## src/rtl/irq_nest_ctrl.sv

```systemverilog
`timescale 1ns/1ps
module irq_nest_ctrl #(
  parameter int NLINES    = 32,
  parameter int PRIO_W    = 3,
  parameter int STACK_CYC = 4
) (
  input  logic                      clk,
  input  logic                      rst_n,
  input  logic [NLINES-1:0]         irq_i,
  input  logic [NLINES-1:0]         en_i,
  input  logic                      prio_we,
  input  logic [$clog2(NLINES)-1:0] prio_sel,
  input  logic [PRIO_W-1:0]         prio_dat,
  input  logic                      ack_i,
  input  logic                      done_i,
  output logic                      req_o,
  output logic [$clog2(NLINES)-1:0] req_vec_o,
  output logic                      ent_o,
  output logic [$clog2(NLINES)-1:0] ent_vec_o,
  output logic                      ent_tail_o,
  output logic [PRIO_W:0]           act_prio_o,
  output logic [PRIO_W:0]           depth_o
);
  localparam int NLEV  = 1 << PRIO_W;
  localparam int IDX_W = $clog2(NLINES);
  localparam int SP_W  = PRIO_W + 1;
  localparam int CNT_W = $clog2(STACK_CYC + 1);

  logic [NLINES-1:0] irq_q, pend_q, clr_mask;
  logic [PRIO_W-1:0] prio_q [NLINES];
  logic [PRIO_W-1:0] lvl_q  [NLEV];
  logic [SP_W-1:0]   sp_q;
  logic              stk_q;
  logic [CNT_W-1:0]  cnt_q;

  logic [SP_W-1:0]   best_p, top_p, below_p;
  logic [IDX_W-1:0]  best_i;
  logic              enter_stk, enter_tail, take;

  always_comb begin
    best_p = SP_W'(NLEV);
    best_i = '0;
    for (int i = 0; i < NLINES; i++)
      if (pend_q[i] && en_i[i] && {1'b0, prio_q[i]} < best_p) begin
        best_p = {1'b0, prio_q[i]};
        best_i = IDX_W'(i);
      end
  end

  assign top_p   = (sp_q == 0) ? SP_W'(NLEV) : {1'b0, lvl_q[PRIO_W'(sp_q - 1)]};
  assign below_p = (sp_q < 2)  ? SP_W'(NLEV) : {1'b0, lvl_q[PRIO_W'(sp_q - 2)]};

  assign enter_stk  = stk_q && cnt_q == 0 && best_p < top_p;
  assign enter_tail = !stk_q && done_i && sp_q != 0 && best_p < below_p;
  assign take       = enter_stk || enter_tail;
  assign clr_mask   = take ? (NLINES'(1) << best_i) : '0;

  assign req_o      = !stk_q && best_p < top_p;
  assign req_vec_o  = best_i;
  assign act_prio_o = top_p;
  assign depth_o    = sp_q;

  always_ff @(posedge clk or negedge rst_n) begin
    if (!rst_n) begin
      irq_q      <= '0;
      pend_q     <= '0;
      sp_q       <= '0;
      stk_q      <= 1'b0;
      cnt_q      <= '0;
      ent_o      <= 1'b0;
      ent_tail_o <= 1'b0;
      ent_vec_o  <= '0;
      for (int i = 0; i < NLINES; i++) prio_q[i] <= PRIO_W'(NLEV - 1);
      for (int j = 0; j < NLEV; j++)   lvl_q[j]  <= '0;
    end else begin
      irq_q      <= irq_i;
      pend_q     <= (pend_q & ~clr_mask) | (irq_i & ~irq_q);
      ent_o      <= 1'b0;
      ent_tail_o <= 1'b0;
      if (prio_we) prio_q[prio_sel] <= prio_dat;
      if (stk_q) begin
        if (cnt_q == 0) begin
          stk_q <= 1'b0;
          if (enter_stk) begin
            lvl_q[PRIO_W'(sp_q)] <= best_p[PRIO_W-1:0];
            sp_q      <= sp_q + 1'b1;
            ent_o     <= 1'b1;
            ent_vec_o <= best_i;
          end
        end else begin
          cnt_q <= cnt_q - 1'b1;
        end
      end else if (done_i && sp_q != 0) begin
        if (enter_tail) begin
          lvl_q[PRIO_W'(sp_q - 1)] <= best_p[PRIO_W-1:0];
          ent_o      <= 1'b1;
          ent_tail_o <= 1'b1;
          ent_vec_o  <= best_i;
        end else begin
          sp_q <= sp_q - 1'b1;
        end
      end else if (ack_i && req_o) begin
        stk_q <= 1'b1;
        cnt_q <= CNT_W'(STACK_CYC - 1);
      end
    end
  end
endmodule

```

## config.mk

```make
export PLATFORM = sky130hd
export DESIGN_NAME = irq_nest_ctrl
export DESIGN_NICKNAME = d
export VERILOG_FILES = /design/src/rtl/irq_nest_ctrl.sv
export SDC_FILE = /design/constraint.sdc
export NUM_CORES = 1
export LEC_CHECK = 0
export BUFFER_PORTS_ARGS = -buffer_cell sky130_fd_sc_hd__buf_2
export CELL_PAD_IN_SITES_DETAIL_PLACEMENT = 1
export CELL_PAD_IN_SITES_GLOBAL_PLACEMENT = 1
export CORE_ASPECT_RATIO = 1.5
export CORE_MARGIN = 10
export CORE_UTILIZATION = 40
export DETAILED_ROUTE_END_ITERATION = 7
export HOLD_SLACK_MARGIN = 0.05
export PLACE_DENSITY_LB_ADDON = 0.3
export SYNTH_ARGS = -nofsm -noshare
export SYNTH_HDL_FRONTEND = slang
export SYNTH_SLANG_ARGS = --single-unit
```

## constraint.sdc

```tcl
create_clock -name clk -period 83.4 [get_ports clk]
set_input_delay 16.68 -clock clk [delete_from_list [all_inputs] [get_ports clk]]
set_output_delay 16.68 -clock clk [all_outputs]
set_load 0.05 [all_outputs]
```

=== After elaboration in Yosys (flattened, before gate mapping) ===
Index checks and enable logic that the tools add are counted.

* Flip-flop bits (word level): 199
* RAM bits: 0
* ROM bits: 0
* Latch bits: 0
* Memories kept: 0

* Shift operators: 1
* Bitwise gates (word level): 9
* Reductions and logical operators: 85
* Multiplexer cells: 110
* Equal/unequal tests: 5
* $lt $le $gt $ge: 41
* Div/mod/pow operators: 0
* $mul: 0
* $add $sub $neg: 5

{| class="wikitable"
|+ Operators with widths
! kind !! number
|-
| $mux W5 || 35
|-
| $mux W4 || 39
|-
| $lt A3 B4 Y1 || 31
|-
| $mux W24 || 5
|-
| $bwmux W96 || 1
|-
| $logic_and A1 B1 Y1 || 74
|-
| $and A32 B32 Y32 || 2
|-
| $not A32 Y32 || 2
|-
| $bwmux W24 || 2
|-
| $mux W3 || 11
|-
| $mux W32 || 1
|-
| $or A32 B32 Y32 || 1
|-
| $shl A1 B5 Y32 const A || 1
|-
| $bmux W3 S3 || 2
|-
| $demux W3 S3 || 2
|-
| $demux W3 S5 || 1
|-
| $ge A4 B4 Y1 const B || 3
|-
| $not A3 Y4 || 3
|-
| $mux W1 || 11
|-
| $lt A4 B1 Y1 const B || 2
|-
| $lt A4 B4 Y1 || 2
|-
| $reduce_and A4 Y1 || 2
|-
| $ge A6 B6 Y1 const B || 1
|-
| $lt A6 B1 Y1 const B || 1
|-
| 15 further kinds || 21
|}

=== Logic depth before layout (Yosys ltp) ===
* Depth in word-level cells: 102
* Depth in mapped cells: 257

=== Worst setup path before layout ===
No wires, ideal clock.

* Kind: input port to output port
* From: input port en_i[0]
* To: output port req_o
* Data arrival time: 55.795 ns
* Data required time: 66.720 ns
* Path slack: 10.925 ns
* Cell stages on the path: 242
* Path through: and2_1 -> clkbuf_1 -> nand2_1 -> ha_1 -> a21o_1 -> a221oi_1 -> nand2_1 -> o21ai_0 -> inv_1 -> ha_1 -> o21a_1 -> o22ai_1 -> nor3_1 -> or2_2 -> mux2_2 -> inv_1 -> ha_1 -> inv_1 -> [... 206 more ...] -> ha_1 -> o21ai_0 -> nor2_1 -> a21o_1 -> mux2i_1 -> ha_1 -> nand3b_1 -> or4_1 -> buf_2 -> nand3_4 -> mux2i_2 -> ha_1 -> o21ai_0 -> nand2b_1 -> a21oi_1 -> a31oi_4 -> buf_4 -> nor2_1

* Word-level cells in the longest chain between the ends: 97

{| class="wikitable"
|+ Ends and longest elaborated chain
! what !! line !! source
|-
| from (decl) || 10 || <nowiki>input logic [NLINES-1:0] en_i,</nowiki>
|-
| $logic_and A1 B1 Y1 * || 44 || <nowiki>if (pend_q[i] && en_i[i] && {1'b0, prio_q[i]} < best_p) begin</nowiki>
|-
| $mux W4 * || 44 ||
|-
| $lt A3 B4 Y1 || 44 ||
|-
| $logic_and A1 B1 Y1 || 44 ||
|-
| $mux W4 * || 44 ||
|-
| $lt A3 B4 Y1 || 44 ||
|-
| $logic_and A1 B1 Y1 || 44 ||
|-
| $mux W4 * || 44 ||
|-
| [... 81 more ...] || -- ||
|-
| $lt A3 B4 Y1 || 44 ||
|-
| $logic_and A1 B1 Y1 || 44 ||
|-
| $mux W4 * || 44 ||
|-
| $lt A3 B4 Y1 || 44 ||
|-
| $logic_and A1 B1 Y1 || 44 ||
|-
| $mux W4 * || 44 ||
|-
| $lt A4 B4 Y1 * || 58 || <nowiki>assign req_o = !stk_q && best_p < top_p;</nowiki>
|-
| $logic_and A1 B1 Y1 * || 58 ||
|-
| to (decl) || 16 || <nowiki>output logic req_o,</nowiki>
|}

Every way passes the cells marked *; elsewhere a longest branch is shown, timed or not.

=== Worst setup path after layout ===
Ends and elaborated chain as after synthesis.

==> results.json <==
{
  "status": "completed",
  "arrival_ns": 62.46,
  "timing.critical_path.mode_cell": "sky130_fd_sc_hd__ha_1",
  "netlist_top_cells_count": "sky130_fd_sc_hd__nand2_1 (167), sky130_fd_sc_hd__nor2_1 (125), sky130_fd_sc_hd__mux2_2 (107)",
  "design.final.nets": 1788,
  "crit_path_start_kind": "input pin",
  "number_of_sinks_driven_by_the_clock_tree": 199,
  "synthesis.area_um2": 14500,
  "global_route_wire_length_before_repair_um": 75600,
  "drc": 0,
  "worst_setup_path_startpoint": "en_i[0]",
  "core_region_um2": 35800,
  "final-setup-viol-count": 0,
  "top_level_ports": 98,
  "crit_path_end": "req_o",
  "die_w_um": 175,
  "routedWlPerCell_um": 22.1,
  "placer_s_final_routability_congestion_estimate": 0.901,
  "num-fill-cells": 4197,
  "cts.hold.buffers_added": 0,
  "maximum_number_of_pins_on_one_net_before_global_route_repair": 75,
  "aggregate_routed_wire_length_um": 47600,
  "sequential_element_share_of_the_synthesized_area_pct": 35.2,
  "timing.critical_path.max_delay_family": "compound AO/OA/AOI/OAI gates",
  "period_minus_slack_ns": 79.14,
  "syn-num-nets": 1701,
  "tns_ns": 0,
  "dp_cells": 2118,
  "post_synth_num_cell_types": 109,
  "groute.usage.overall_pct": 21.3,
  "rsz0062_at_grt": "false",
  "maxCapViolCount": 0,
  "layout-area-overhead-vs-synth_pct": 11.7,
  "cts.root.buffer_cell": "sky130_fd_sc_hd__clkbuf_16",
  "cp_slowest_stage_delay_ns": 0.67,
  "first_global_vias": 14000,
  "critical_path_required_ns": 66.72,
  "critical-path-slowest-cell": "sky130_fd_sc_hd__or4_1",
  "max_freq_mhz": 12.6,
  "final-hold-violation-count": 0,
  "report.final.slew_viol_count": 0,
  "start_util_pct": 40.4,
  "relSlewSlack_pct": 24.9,
  "finalHoldWorstSlack_ns": 0.491,
  "route.antenna.remaining_nets": 0,
  "dpl_hpwl_um": 36300,
  "setup.reg_to_reg.worst_slack_ns": 36.39,
  "drive_gt1_share_pct": 24.9,
  "regToRegEndpoint": "ent_vec_o[0]",
  "grt_overflow_total": 0,
  "post_synthesis_register_bit_count": 199,
  "first_iter_violations": 732,
  "share_of_async_settable_or_async_resettable_flops_after_synthesis_pct": 100,
  "clk-insertion-delay-late_ns": 0.47,
  "synth.area.top_cells": "sky130_fd_sc_hd__dfrtp_1 (18%), sky130_fd_sc_hd__dfstp_2 (17%), sky130_fd_sc_hd__mux2_2 (8.3%)",
  "synthMostInstantiatedCell": "sky130_fd_sc_hd__nand2_1",
  "max-clock-path-buffers": 2,
  "fin_worst_skew_ns": 0.0119,
  "synth_top_flop_cell": "sky130_fd_sc_hd__dfrtp_1",
  "synth_cells": 1572,
  "firstDrtPassIters": 5,
  "endpoint_kind": "output pin",
  "fp_rows": 85,
  "synth_enable_flop_cells": 0,
  "htreeDepth": 4,
  "synth.top_cell.area_share_pct": 17.8,
  "criticalPathCategory": "input pin to output pin",
  "hold_path_class": "flop to flop",
  "critPathMaxFanout": 14,
  "yosysTopAreaCell": "sky130_fd_sc_hd__dfrtp_1",
  "cts_buffers": 17,
  "port_buffers": 97,
  "critical_path_depth": 242,
  "instances_no_fill": 2153,
  "fp.dieH_um": 253,
  "r2r_start": "pend_q[0]",
  "worst_setup_hold_path_clk_slew_ns": 0.08,
  "cp.buffers_inverters": 28,
  "tritoncts": "yes",
  "via_count": 13000,
  "timing.final.crit_share_pct": 94.9,
  "seqCellArea_um2": 5100,
  "max_slew.worst_pin.slew_ns": 1.11,
  "drt-vias-per-instance": 6.05,
  "die-area_um2": 44400,
  "synthesis.yosys.warnings": 0,
  "avgSynthCellArea_um2": 9.22,
  "r2r.worst_path.cells": 241,
  "grt_antenna_before_repair": 3,
  "multi_input_area_um2": 8970
}
worst reg2reg max path: cells and delay by family (launching register included):
family                     cells  cell delay [ns]
AOI/OAI and AO/OA             83            17.99
adders and majority gates     32             7.86
buffers and inverters         27             2.55
DFF                            1             0.49
muxes                         15             4.36
and+or+nand+nor               84            13.64
per-stage QoR:
stage                     setup slack [ns]  utilization (%)  cell area, um2
after floorplan                      10.93                -           14500
after global placement                5.49             43.2           15500
after detailed placement              4.31             43.2           15500
after CTS                             3.80             45.0           16100
after global routing                0.0124             45.2           16200
final                                 4.26             45.2           16200
registers in the layout (all words and copies together) (netlist names):
signal      flops
cnt_q           3
depth_o         4
ent_o           1
ent_tail_o      1
ent_vec_o       5
irq_q          32
lvl_q          24
pend_q         32
prio_q         96
stk_q           1
logic make-up (layout without fill, tap and decap cells):
kind of cell	count (synthesis)	after routing	synth area share, %
compound gates	469	469	23.8
fa+ha+maj	58	58	4.97
simple gates	564	564	19.3
buf+inv	117	217	3.25
mux	161	161	13.2
other cells	0	3	0
xor+xnor	4	4	0.242
flops	199	199	35.2
worst min path at each step:
stage                      start           end  slack, ns  cells after the start
floorplan              lvl_q[18]     lvl_q[18]       0.47                      1
global placement    ent_vec_o[0]  ent_vec_o[0]       0.47                      1
global route        ent_vec_o[1]  ent_vec_o[1]       0.51                      1
detailed placement  ent_vec_o[3]  ent_vec_o[3]       0.48                      1
CTS                 ent_vec_o[3]  ent_vec_o[3]       0.50                      1
finish              ent_vec_o[3]  ent_vec_o[3]       0.49                      1
what timing repair did:
action,in CTS,in global routing
resized for setup,0,6
endpoints found under the setup margin,0,1
setup buffers,0,0
layout by cell type (no fill, tap or decap), drive strengths merged, types with 9 or more instances in the layout:
| cell | instances |
|---|---|
| a211o | 15 |
| a211oi | 19 |
| a21o | 35 |
| a21oi | 93 |
| a22oi | 12 |
| a31oi | 32 |
| a41oi | 27 |
| and2 | 27 |
| and3 | 16 |
| buf | 105 |
| clkbuf | 18 |
| dfrtp | 103 |
| dfstp | 96 |
| ha | 51 |
| inv | 85 |
| mux2 | 131 |
| mux2i | 20 |
| mux4 | 10 |
| nand2 | 167 |
| nand2b | 30 |
| nand3 | 46 |
| nand4 | 16 |
| nor2 | 126 |
| nor2b | 37 |
| nor3 | 36 |
| o211a | 9 |
| o211ai | 10 |
| o21a | 12 |
| o21ai | 87 |
| o22ai | 17 |
| o31ai | 10 |
| or2 | 14 |
| or3 | 15 |
layer usage:
metal / up-vias / GRT usage (%) / share of wire, %
met2: 283 / 39.5 / 53
met4: 2 / 8.60 / 3.4
li1: 6053 / - / -
met3: 85 / 2.76 / 2.9
met1: 6592 / 23.9 / 41
met5: - / 0 / 0.027
cell type report:
class	count	share of cell area, %
Multi-Input combinational cell	1256	55.4
Sequential cell	199	31.5
Tap cell	478	3.69
Timing Repair Buffer	106	3.47
Clock buffer	17	2.63
Inverter	79	1.83
Clock inverter	15	1.42
Antenna cell	3	0.0464
Power is not shown: default switching activity piles up to over one toggle a cycle in this logic, so the estimate is an artifact.
